### config.mk
export PLATFORM = sky130hd
export DESIGN_NAME = xcvr_powerup_seq
export DESIGN_NICKNAME = d
export VERILOG_FILES = /design/src/rtl/pwrseq_pkg.sv /design/src/rtl/pwrseq_timer.sv /design/src/rtl/pwrseq_rom.sv /design/src/rtl/pwrseq_ctrl.sv /design/src/rtl/xcvr_powerup_seq.sv
export SDC_FILE = /design/constraint.sdc
export NUM_CORES = 1
export LEC_CHECK = 0
export BUFFER_PORTS_ARGS = -buffer_cell sky130_fd_sc_hd__buf_2
export CAP_MARGIN = 20
export CORE_ASPECT_RATIO = 0.5
export CORE_MARGIN = 4
export CORE_UTILIZATION = 40
export CTS_BUF_LIST = sky130_fd_sc_hd__clkbuf_16
export DETAILED_ROUTE_END_ITERATION = 6
export PLACE_DENSITY = 0.57
export SYNTH_ARGS = -nofsm -noshare
export SYNTH_HDL_FRONTEND = slang
export SYNTH_SLANG_ARGS = --single-unit
### constraint.sdc
create_clock -name clk -period 4.65 [get_ports clk]
set_input_delay 0.2325 -clock clk [delete_from_list [all_inputs] [get_ports clk]]
set_output_delay 0.2325 -clock clk [all_outputs]
set_load 0.01 [all_outputs]
### src/rtl/pwrseq_pkg.sv
package pwrseq_pkg;

  localparam int ADDR_W   = 10;
  localparam int DATA_W   = 8;
  localparam int BOOT_LEN = 18;
  localparam int CHAN_LEN = 3;
  localparam int STEP_W   = $clog2(BOOT_LEN);

  typedef struct packed {
    logic              is_long;
    logic [ADDR_W-1:0] addr;
    logic [DATA_W-1:0] data;
  } reg_wr_t;

  function automatic reg_wr_t mk(input logic lng, input logic [ADDR_W-1:0] a,
                                 input logic [DATA_W-1:0] d);
    reg_wr_t r;
    r.is_long = lng;
    r.addr    = a;
    r.data    = d;
    return r;
  endfunction

  // Channel register word: channel in the upper nibble, fixed 0x3 below.
  function automatic logic [DATA_W-1:0] chan_word(input logic [3:0] ch);
    return {ch, 4'h3};
  endfunction

  function automatic reg_wr_t boot_step(input logic [STEP_W-1:0] i);
    case (i)
      5'd0:  return mk(1'b0, 10'h036, 8'h04);
      5'd1:  return mk(1'b0, 10'h036, 8'h00);
      5'd2:  return mk(1'b0, 10'h001, 8'hAA);
      5'd3:  return mk(1'b0, 10'h002, 8'hAA);
      5'd4:  return mk(1'b0, 10'h003, 8'hAA);
      5'd5:  return mk(1'b0, 10'h004, 8'hAA);
      5'd6:  return mk(1'b0, 10'h00D, 8'h01);
      5'd7:  return mk(1'b1, 10'h202, 8'h80);
      5'd8:  return mk(1'b1, 10'h203, 8'h00);
      5'd9:  return mk(1'b1, 10'h206, 8'h80);
      5'd10: return mk(1'b1, 10'h208, 8'h10);
      5'd11: return mk(1'b0, 10'h03A, 8'h78);
      5'd12: return mk(1'b0, 10'h03E, 8'h40);
      5'd13: return mk(1'b0, 10'h03F, 8'h00);
      5'd14: return mk(1'b1, 10'h200, 8'h00);
      5'd15: return mk(1'b0, 10'h000, 8'h01);
      5'd16: return mk(1'b0, 10'h036, 8'h04);
      default: return mk(1'b0, 10'h036, 8'h00);
    endcase
  endfunction

  function automatic reg_wr_t chan_step(input logic [STEP_W-1:0] i,
                                        input logic [3:0] ch);
    case (i)
      5'd0:    return mk(1'b1, 10'h200, chan_word(ch));
      5'd1:    return mk(1'b0, 10'h036, 8'h04);
      default: return mk(1'b0, 10'h036, 8'h00);
    endcase
  endfunction

  function automatic int max3(input int a, input int b, input int c);
    int m;
    m = (a > b) ? a : b;
    return (m > c) ? m : c;
  endfunction

endpackage

### src/rtl/pwrseq_timer.sv
module pwrseq_timer #(
  parameter int W    = 16,
  parameter int INIT = 1
) (
  input  logic         clk,
  input  logic         rst_n,
  input  logic         load,
  input  logic [W-1:0] load_val,
  output logic         last_o
);
  logic [W-1:0] cnt;

  always_ff @(posedge clk or negedge rst_n) begin
    if (!rst_n)           cnt <= W'(INIT);
    else if (load)        cnt <= load_val;
    else if (cnt != '0)   cnt <= cnt - 1'b1;
  end

  assign last_o = (cnt == W'(1));

  // A terminal count is seen for one cycle only unless reloaded.
  p_last_once_r8: assert property (@(posedge clk) disable iff (!rst_n)
    (last_o && !load) |=> !last_o);

endmodule

### src/rtl/pwrseq_rom.sv
module pwrseq_rom
  import pwrseq_pkg::*;
(
  input  logic              seq_chan,
  input  logic [STEP_W-1:0] step_idx,
  input  logic [3:0]        cur_ch,
  output reg_wr_t           step_o,
  output logic              seq_last
);
  always_comb begin
    if (seq_chan) step_o = chan_step(step_idx, cur_ch);
    else          step_o = boot_step(step_idx);
  end

  assign seq_last = seq_chan ? (step_idx == STEP_W'(CHAN_LEN - 1))
                             : (step_idx == STEP_W'(BOOT_LEN - 1));
endmodule

### src/rtl/pwrseq_ctrl.sv
module pwrseq_ctrl
  import pwrseq_pkg::*;
#(
  parameter int RST_LOW_CYC  = 10000,
  parameter int RST_WAIT_CYC = 10000,
  parameter int SETTLE_CYC   = 50000000,
  parameter int TMR_W        = 26
) (
  input  logic              clk,
  input  logic              rst_n,
  input  logic              restart_req,
  input  logic              chan_req,
  input  logic [3:0]        chan_num,
  input  logic              acc_done,
  input  logic              tmr_last,
  input  logic              seq_last,
  input  reg_wr_t           cur_step,
  output logic              tmr_load,
  output logic [TMR_W-1:0]  tmr_val,
  output logic [STEP_W-1:0] step_idx,
  output logic              seq_chan,
  output logic [3:0]        cur_ch,
  output logic              acc_start,
  output logic              hw_reset_n,
  output logic              ready
);
  typedef enum logic [2:0] {
    ST_RST_LOW, ST_RST_WAIT, ST_ISSUE, ST_WAIT, ST_SETTLE, ST_IDLE
  } st_t;

  st_t        state;
  logic       pend;
  logic [3:0] pend_ch;

  // Named internal events.
  logic step_ack, seq_done, restart_go, chan_go, chan_hold;
  assign step_ack   = (state == ST_WAIT) && acc_done;
  assign seq_done   = step_ack && seq_last;
  assign restart_go = (state == ST_IDLE) && restart_req;
  assign chan_go    = (state == ST_IDLE) && !restart_req && (chan_req || pend);
  assign chan_hold  = chan_req && ((state != ST_IDLE) || restart_req);

  assign acc_start  = (state == ST_ISSUE);
  assign hw_reset_n = (state != ST_RST_LOW);
  assign ready      = (state == ST_IDLE);

  always_comb begin
    tmr_load = 1'b0;
    tmr_val  = TMR_W'(RST_LOW_CYC);
    if (restart_go) begin
      tmr_load = 1'b1;
    end else if (state == ST_RST_LOW && tmr_last) begin
      tmr_load = 1'b1;
      tmr_val  = TMR_W'(RST_WAIT_CYC);
    end else if (seq_done && seq_chan) begin
      tmr_load = 1'b1;
      tmr_val  = TMR_W'(SETTLE_CYC);
    end
  end

  always_ff @(posedge clk or negedge rst_n) begin
    if (!rst_n) begin
      state    <= ST_RST_LOW;
      step_idx <= '0;
      seq_chan <= 1'b0;
      cur_ch   <= '0;
      pend     <= 1'b0;
      pend_ch  <= '0;
    end else begin
      if (chan_hold) begin
        pend    <= 1'b1;
        pend_ch <= chan_num;
      end
      case (state)
        ST_RST_LOW:  if (tmr_last) state <= ST_RST_WAIT;
        ST_RST_WAIT: if (tmr_last) begin
          state    <= ST_ISSUE;
          step_idx <= '0;
          seq_chan <= 1'b0;
        end
        ST_ISSUE:    state <= ST_WAIT;
        ST_WAIT:     if (step_ack) begin
          if (!seq_last) begin
            step_idx <= step_idx + 1'b1;
            state    <= ST_ISSUE;
          end else if (seq_chan) begin
            state <= ST_SETTLE;
          end else begin
            state <= ST_IDLE;
          end
        end
        ST_SETTLE:   if (tmr_last) state <= ST_IDLE;
        default: begin
          if (restart_go) begin
            state <= ST_RST_LOW;
          end else if (chan_go) begin
            state    <= ST_ISSUE;
            step_idx <= '0;
            seq_chan <= 1'b1;
            cur_ch   <= chan_req ? chan_num : pend_ch;
            pend     <= 1'b0;
          end
        end
      endcase
    end
  end

  // the port is never started while the transceiver is held in reset.
  p_start_released_r2: assert property (@(posedge clk) disable iff (!rst_n)
    acc_start |-> hw_reset_n);
  // start is a single-cycle strobe.
  p_start_pulse_r4: assert property (@(posedge clk) disable iff (!rst_n)
    acc_start |=> !acc_start);
  // the write presented to the port is steady while it is outstanding.
  p_step_hold_r4: assert property (@(posedge clk) disable iff (!rst_n)
    (acc_start || (state == ST_WAIT && !acc_done)) |=> $stable(cur_step));
  // the step counter moves forward only on an answered access.
  p_idx_on_done_r5: assert property (@(posedge clk) disable iff (!rst_n)
    (step_idx != $past(step_idx) && step_idx != '0) |-> $past(acc_done));
  // no access is started while ready is shown.
  p_ready_quiet_r6: assert property (@(posedge clk) disable iff (!rst_n)
    ready |-> !acc_start);
  // a pending channel change leaves ready high for one cycle only.
  p_pend_served_r9: assert property (@(posedge clk) disable iff (!rst_n)
    (ready && pend) |=> !ready);
  // an accepted restart puts the pin in reset on the next cycle.
  p_restart_r10: assert property (@(posedge clk) disable iff (!rst_n)
    (ready && restart_req) |=> !hw_reset_n);

endmodule

### src/rtl/xcvr_powerup_seq.sv
module xcvr_powerup_seq
  import pwrseq_pkg::*;
#(
  parameter int RST_LOW_CYC  = 10000,
  parameter int RST_WAIT_CYC = 10000,
  parameter int SETTLE_CYC   = 50000000
) (
  input  logic              clk,
  input  logic              rst_n,
  input  logic              restart_req,
  input  logic              chan_req,
  input  logic [3:0]        chan_num,
  input  logic              acc_done,
  output logic              hw_reset_n,
  output logic              acc_start,
  output logic              acc_long,
  output logic [ADDR_W-1:0] acc_addr,
  output logic [DATA_W-1:0] acc_data,
  output logic              ready
);
  localparam int TMR_MAX = max3(RST_LOW_CYC, RST_WAIT_CYC, SETTLE_CYC);
  localparam int TMR_W   = $clog2(TMR_MAX + 1);

  logic              tmr_load, tmr_last, seq_last, seq_chan;
  logic [TMR_W-1:0]  tmr_val;
  logic [STEP_W-1:0] step_idx;
  logic [3:0]        cur_ch;
  reg_wr_t           cur_step;

  pwrseq_timer #(.W(TMR_W), .INIT(RST_LOW_CYC)) u_timer (
    .clk(clk), .rst_n(rst_n), .load(tmr_load), .load_val(tmr_val),
    .last_o(tmr_last)
  );

  pwrseq_rom u_rom (
    .seq_chan(seq_chan), .step_idx(step_idx), .cur_ch(cur_ch),
    .step_o(cur_step), .seq_last(seq_last)
  );

  pwrseq_ctrl #(
    .RST_LOW_CYC(RST_LOW_CYC), .RST_WAIT_CYC(RST_WAIT_CYC),
    .SETTLE_CYC(SETTLE_CYC), .TMR_W(TMR_W)
  ) u_ctrl (
    .clk(clk), .rst_n(rst_n), .restart_req(restart_req),
    .chan_req(chan_req), .chan_num(chan_num), .acc_done(acc_done),
    .tmr_last(tmr_last), .seq_last(seq_last), .cur_step(cur_step),
    .tmr_load(tmr_load), .tmr_val(tmr_val), .step_idx(step_idx),
    .seq_chan(seq_chan), .cur_ch(cur_ch), .acc_start(acc_start),
    .hw_reset_n(hw_reset_n), .ready(ready)
  );

  assign acc_long = cur_step.is_long;
  assign acc_addr = cur_step.addr;
  assign acc_data = cur_step.data;

endmodule

==> qor.yml, run 1 <==
global_route.overflow_total: 0
endpoint_kind: "output port"
antenna_cells: 0
tritoncts.num_buffers: 5
yosysTopAreaCellShare_pct: 33.2
min_delay_worst_endpoint: "u_ctrl.pend_ch[0]"
setup_tns_ns: 0
setup_viol_count_final: 0
synthDominantAreaCellType: "sky130_fd_sc_hd__dfrtp_1"
synth.yosys.seq_area_share_pct: 37.6
post_synthesis_adder_cell_area_fraction_pct: 5.10
synthesis.area_um2: 2940
number_of_global_route_vias_before_repair: 2410
grt_setup_unrepaired: "false"
hp-start: "chan_num[0]"
timing.rr.start: "u_timer.cnt[0]"
gp_routability_congestion: 0.857
area.growth.synth_to_final_pct: 11.5
synthXorXnorAreaFrac_pct: 6.25
cts_root_buffer: "sky130_fd_sc_hd__clkbuf_16"
place.detailed.hpwl_mm: 4.91
grtUsageTotal_pct: 16.6
synth_cell_type_count: 61
cts_tree: "done"
placeable_core_area_um2: 6910
grt_max_degree: 45
synth_enable_flop_cells: 0
initial_core_util_pct: 42.6
finalCoreUtilization_pct: 47.5
number_of_storage_elements_in_the_synthesis_netlist: 44
portBuffers: 27
floorplan.rows: 21
report.final.hold_viol_count: 0
worst_ir_drop_vdd_uv: 187
synth_simple_gate_area_share_pct: 26.9
htree_levels: 2
tmin_final_ns: 2.39
actual_slew_at_the_worst_max_slew_pin_ns: 0.616
finalNetCount: 369
first_pass_iters: 4
path_class: "reg -> out"
instance_count_of_the_mapped_netlist: 326
reg2reg_depth: 7
clock_skew_ns: 0.00425
fp.dieArea_um2: 8880
synth_top_family_by_area: "simple AND/OR/NAND/NOR gates"
mostFrequentLayoutCells: "sky130_fd_sc_hd__nor2_1, sky130_fd_sc_hd__dfrtp_1, sky130_fd_sc_hd__nand2_1"
yosys_warnings: 0
floorplan.io_pins: 31
power_per_cell_area_nw_per_um2: 470
r2r_setup_slack_ns: 2.27
synthArstFlopShare_pct: 100
fraction_of_the_cycle_the_final_worst_path_needs_pct: 51.3
grt_pass1_wl_mm: 11.9
ys.flop_type: "sky130_fd_sc_hd__dfrtp_1"
timing.hold.worst.class: "in -> reg"
synth_compound_area_share_pct: 13.4
detail_route.iter0.violations: 171
remaining_drc_errors: 0
die-height_um: 68.7
synth.top_cells.by_area: "sky130_fd_sc_hd__dfrtp_1, sky130_fd_sc_hd__ha_1, sky130_fd_sc_hd__nor2_1"
crit_fanout: 12
die_x_um: 129
critPathLaunchType: "flop"
worstPathArrival_ns: 2.16
proportion_of_synthesized_area_in_mux_cells_pct: 6.08
postSynthAreaPerCell_um2: 9.03
maxSlewHeadroom_pct: 58.7
clk_transition_reported_paths_ns: 0.06
critical_path_required_ns: 4.42
cap_viol_max_count: 0
worst_hold_path.num_cells: 2
outcome: "finished, final reports clean"
detailed_route_vias_per_instance: 5.50
drt_wl_total_mm: 6.81
number_of_vias_in_the_routed_layout: 2426
clock_path_buffers: 2
routedWlPerCell_um: 15.4
r2r_end: "u_timer.cnt[22]"
power.static_leakage_uw: 0.00146
drive_above_1_share_pct: 16.9
initial_antenna_violation_count: 0
achievable-frequency_mhz: 419
timing.final.max_slew_violations: 0
cts.sinks: 44
drt.antenna.violating_nets: 0
clock_insertion_delay_worst_skew_ns: 0.28
-- kinds of logic (layout without fill, tap and decap cells) --
family          after synthesis  count (layout)
fa+ha+maj                    12              12
compound gates               64              64
xor+xnor                     21              21
buf+inv                      28              49
mux                          16              16
simple gates                140             140
other cells                   1               3
flops                        44              44
-- power by group --
part           switching (uW)  internal (uW)  total (uW)
clock network             146            195         340
logic                     323            237         561
registers                 152            489         641
-- synthesized netlist by cell type (5+ instances only) --
library cell / number
sky130_fd_sc_hd__dfrtp_1: 39
sky130_fd_sc_hd__o21ai_0: 19
sky130_fd_sc_hd__and3_1: 5
sky130_fd_sc_hd__dfstp_2: 5
sky130_fd_sc_hd__nor2_1: 39
sky130_fd_sc_hd__inv_1: 12
sky130_fd_sc_hd__nand2_1: 28
sky130_fd_sc_hd__xor2_1: 8
sky130_fd_sc_hd__nor3_1: 5
sky130_fd_sc_hd__ha_1: 12
sky130_fd_sc_hd__a21oi_1: 18
sky130_fd_sc_hd__buf_4: 7
sky130_fd_sc_hd__clkbuf_1: 6
sky130_fd_sc_hd__nand3_1: 11
sky130_fd_sc_hd__nor4_1: 10
sky130_fd_sc_hd__mux2i_1: 10
sky130_fd_sc_hd__xnor2_1: 13
-- flip-flops by register name (all words and copies together) (netlist names) --
signal           flops
u_timer.cnt         26
u_ctrl.step_idx      5
u_ctrl.cur_ch        4
u_ctrl.pend_ch       4
u_ctrl.state         3
u_ctrl.pend          1
u_ctrl.seq_chan      1
-- layer usage --
metal,vias to the layer above,wire [um],track usage [%]
li1,1203,-,-
met3,4,240,2.62
met4,0,50,3.14
met5,-,0,0
met1,1159,3430,23.7
met2,60,3090,27.3
-- worst max-delay path, stage by stage, from the launching register on --
cell and delay (ns):
sky130_fd_sc_hd__dfrtp_1 0.60, sky130_fd_sc_hd__inv_1 0.19, sky130_fd_sc_hd__ha_1 0.29, sky130_fd_sc_hd__mux4_2 0.49
sky130_fd_sc_hd__and2_1 0.17, sky130_fd_sc_hd__buf_2 0.13
-- timing repair --
item | 4_1_cts | 5_1_grt
buffers inserted | 0 | 0
endpoints found under the setup margin | 0 | 0
endpoints found under the hold margin | 0 | 7
hold buffers | 0 | 1
gates resized for setup | 0 | 0
-- area by class of cell --
| type | instances | area (um2) |
|---|---|---|
| tap | 92 | 115 |
| clock buffer | 5 | 125 |
| sequential | 44 | 1110 |
| inverter | 12 | 45.0 |
| clock inverter | 3 | 12.5 |
| multi-input combinational | 256 | 1710 |
| fill | 657 | 3630 |
| timing repair buffer | 29 | 165 |
-- metrics by stage --
stage                     setup WS (ns)  cell area, um2  std cells  total power [uW]  hold slack, ns
final                              2.26            3280        441              1540           0.198
after global routing               2.01            3280        441              1660           0.196
after CTS                          2.26            3250        439              1550           0.161
after detailed placement           2.29            3110        431              1200           0.461
after global placement             2.35            3110        431              1190           0.451
after floorplan                    2.53            2950        328              1040         -0.0631
-- worst max path at each step --
| stage | start | endpoint | slack (ns) | cells past startpoint |
|---|---|---|---|---|
| 4_1_cts | u_timer.cnt[0] | u_timer.cnt[25] | 2.26 | 7 |
| 6_report | u_ctrl.step_idx[1] | acc_addr[0] | 2.26 | 5 |
| 3_3_place_gp | u_ctrl.state[2] | u_ctrl.step_idx[2] | 2.35 | 5 |
| 2_1_floorplan | u_timer.cnt[0] | u_timer.cnt[14] | 2.53 | 9 |
| 3_5_place_dp | u_timer.cnt[1] | u_timer.cnt[25] | 2.29 | 7 |
| 5_1_grt | u_timer.cnt[1] | u_timer.cnt[20] | 2.01 | 7 |
(Power assumes the default switching activity.)
==> run 2, diff against run 1 <==
==> constraint.sdc (replaced) <==
create_clock -name clk -period 2.2 [get_ports clk]
set_input_delay 0.11 -clock clk [delete_from_list [all_inputs] [get_ports clk]]
set_output_delay 0.11 -clock clk [all_outputs]
set_load 0.01 [all_outputs]
==> qor.yml, run 2 (synthesized netlist as in run 1, its figures left out) <==
fin_ws_ns: 0.0518
global_route.overflow_total: 0
tritoncts.num_buffers: 5
first_pass_iters: 5
place_ws_ns: 0.132
path_class: "reg -> out"
drt_wl_total_mm: 7.36
timing.hold.worst.class: "in -> reg"
htree_levels: 2
crit_fanout: 7
fill_cells: 683
largest_register_ff_count: 26
outcome: "finished, final reports clean"
grt_pass1_wl_mm: 12.6
worstPathArrival_ns: 2.04
critical_path_required_ns: 2.09
cts_root_buffer: "sky130_fd_sc_hd__clkbuf_16"
cp_slowest_stage_delay_ns: 0.49
drt.antenna.violating_nets: 0
report.final.hold_viol_count: 0
grt_max_degree: 19
initial_antenna_violation_count: 0
cts_tree: "done"
crit_path_cell_trace: "inv_1 -> ha_1 -> mux4_2 -> and2_1 -> buf_2"
floorplan.io_pins: 31
crit_family: "flip-flops"
floorplan.rows: 21
crit_path_top_delay_cell: "sky130_fd_sc_hd__dfrtp_1"
cap_viol_max_count: 0
power_per_cell_area_nw_per_um2: 994
setup_tns_ns: 0
endpoint_kind: "output port"
fraction_of_the_cycle_the_final_worst_path_needs_pct: 97.6
remaining_drc_errors: 0
detailed_route_vias_per_instance: 5.56
routedWlPerCell_um: 15.9
setup_viol_count_final: 0
worst_ir_drop_vdd_uv: 341
power.static_leakage_uw: 0.00156
initial_core_util_pct: 42.6
largest-register: "u_timer.cnt"
place.detailed.hpwl_mm: 5.54
fp.dieArea_um2: 8880
cts.sinks: 44
grt_setup_unrepaired: "false"
critPathLaunchType: "flop"
clk_transition_reported_paths_ns: 0.07
die_x_um: 129
reg.largest.list: "u_timer.cnt x26, u_ctrl.step_idx x5"
actual_slew_at_the_worst_max_slew_pin_ns: 0.488
portBuffers: 27
finalNetCount: 391
clock_skew_ns: 0.00507
timing.final.max_slew_violations: 0
clock_path_buffers: 2
area.growth.synth_to_final_pct: 16.9
clock_insertion_delay_worst_skew_ns: 0.29
drive_above_1_share_pct: 22.4
gp_routability_congestion: 0.870
die-height_um: 68.7
grtUsageTotal_pct: 18.0
placeable_core_area_um2: 6910
tmin_final_ns: 2.15
number_of_global_route_vias_before_repair: 2567
cp_num_buf_inv: 2
achievable-frequency_mhz: 466
detail_route.iter0.violations: 202
number_of_vias_in_the_routed_layout: 2574
maxSlewHeadroom_pct: 67.2
mostFrequentLayoutCells: "sky130_fd_sc_hd__nor2_1, sky130_fd_sc_hd__dfrtp_1, sky130_fd_sc_hd__nand2_1"
antenna_cells: 0
-- run 2: cell types whose count changed in the layout (fill, tap and decap cells not counted) --
cell                       previous run  this run
sky130_fd_sc_hd__buf_12               1         0
sky130_fd_sc_hd__buf_4                0        23
sky130_fd_sc_hd__clkinv_1             0         1
sky130_fd_sc_hd__clkinv_2             1         2
sky130_fd_sc_hd__inv_1               14        12
sky130_fd_sc_hd__nor4_1              10         9
sky130_fd_sc_hd__nor4_2               1         2
-- run 2: path summary, 6_finish.rpt --
kind,from,to,slack (ns),cells past startpoint
min in group asynchronous,rst_n,u_ctrl.step_idx[4],0.27,2
max,u_ctrl.step_idx[0],acc_addr[0],0.05,5
min,chan_num[1],u_ctrl.pend_ch[1],0.07,2
min reg2reg,u_ctrl.pend_ch[0],u_ctrl.pend_ch[0],0.51,1
max reg2reg,u_timer.cnt[18],u_timer.cnt[7],0.17,5
max in group asynchronous,rst_n,u_timer.cnt[24],1.34,3
-- run 2: per-stage QoR --
stage                     hold slack [ns]  cells  power [uW]  cell area [um2]  util (%)
after global placement             0.0427    452        2610             3270      47.3
after floorplan                    -0.186    328        2190             2950         -
final                              0.0687    463        3420             3440      49.8
after detailed placement           0.0531    452        2640             3270      47.3
after CTS                          0.0610    461        3410             3420      49.5
after global routing               0.0771    463        3660             3440      49.8
-- run 2: report_power, final --
| part | internal, uW | switching (uW) | total (uW) |
|---|---|---|---|
| clock network | 413 | 329 | 743 |
| logic | 591 | 738 | 1330 |
| registers | 1030 | 316 | 1350 |
-- run 2: area by class of cell --
cell class              count  area (um2)  area share [%]
multi-input cells         256        1720            49.9
inverters                  12        45.0            1.31
repair buffers             51         318            9.24
clock buffers               5         125            3.64
clock inverters             3        13.8           0.400
flip-flops and latches     44        1110            32.2
well taps                  92         115            3.35
-- run 2: repair_timing --
item	in CTS	in global routing
setup endpoints to repair	0	8
setup buffers	0	2
hold endpoints to repair	15	0
resized for setup	0	1
hold buffers	1	0
-- run 2: metal layers --
metal / share of wire [%] / up-vias / global-route usage (%)
met5: 0 / - / 0
met4: 1.4 / 0 / 6.15
met3: 4.2 / 10 / 2.85
met2: 46 / 61 / 29.6
met1: 49 / 1246 / 24.5
li1: - / 1257 / -
-- run 2: worst register-to-register path, delay by kind of cell, from the launching register on --
kind | cells | cell delay [ns]
flops | 1 | 0.43
compound gates | 1 | 0.14
simple gates | 4 | 1.34
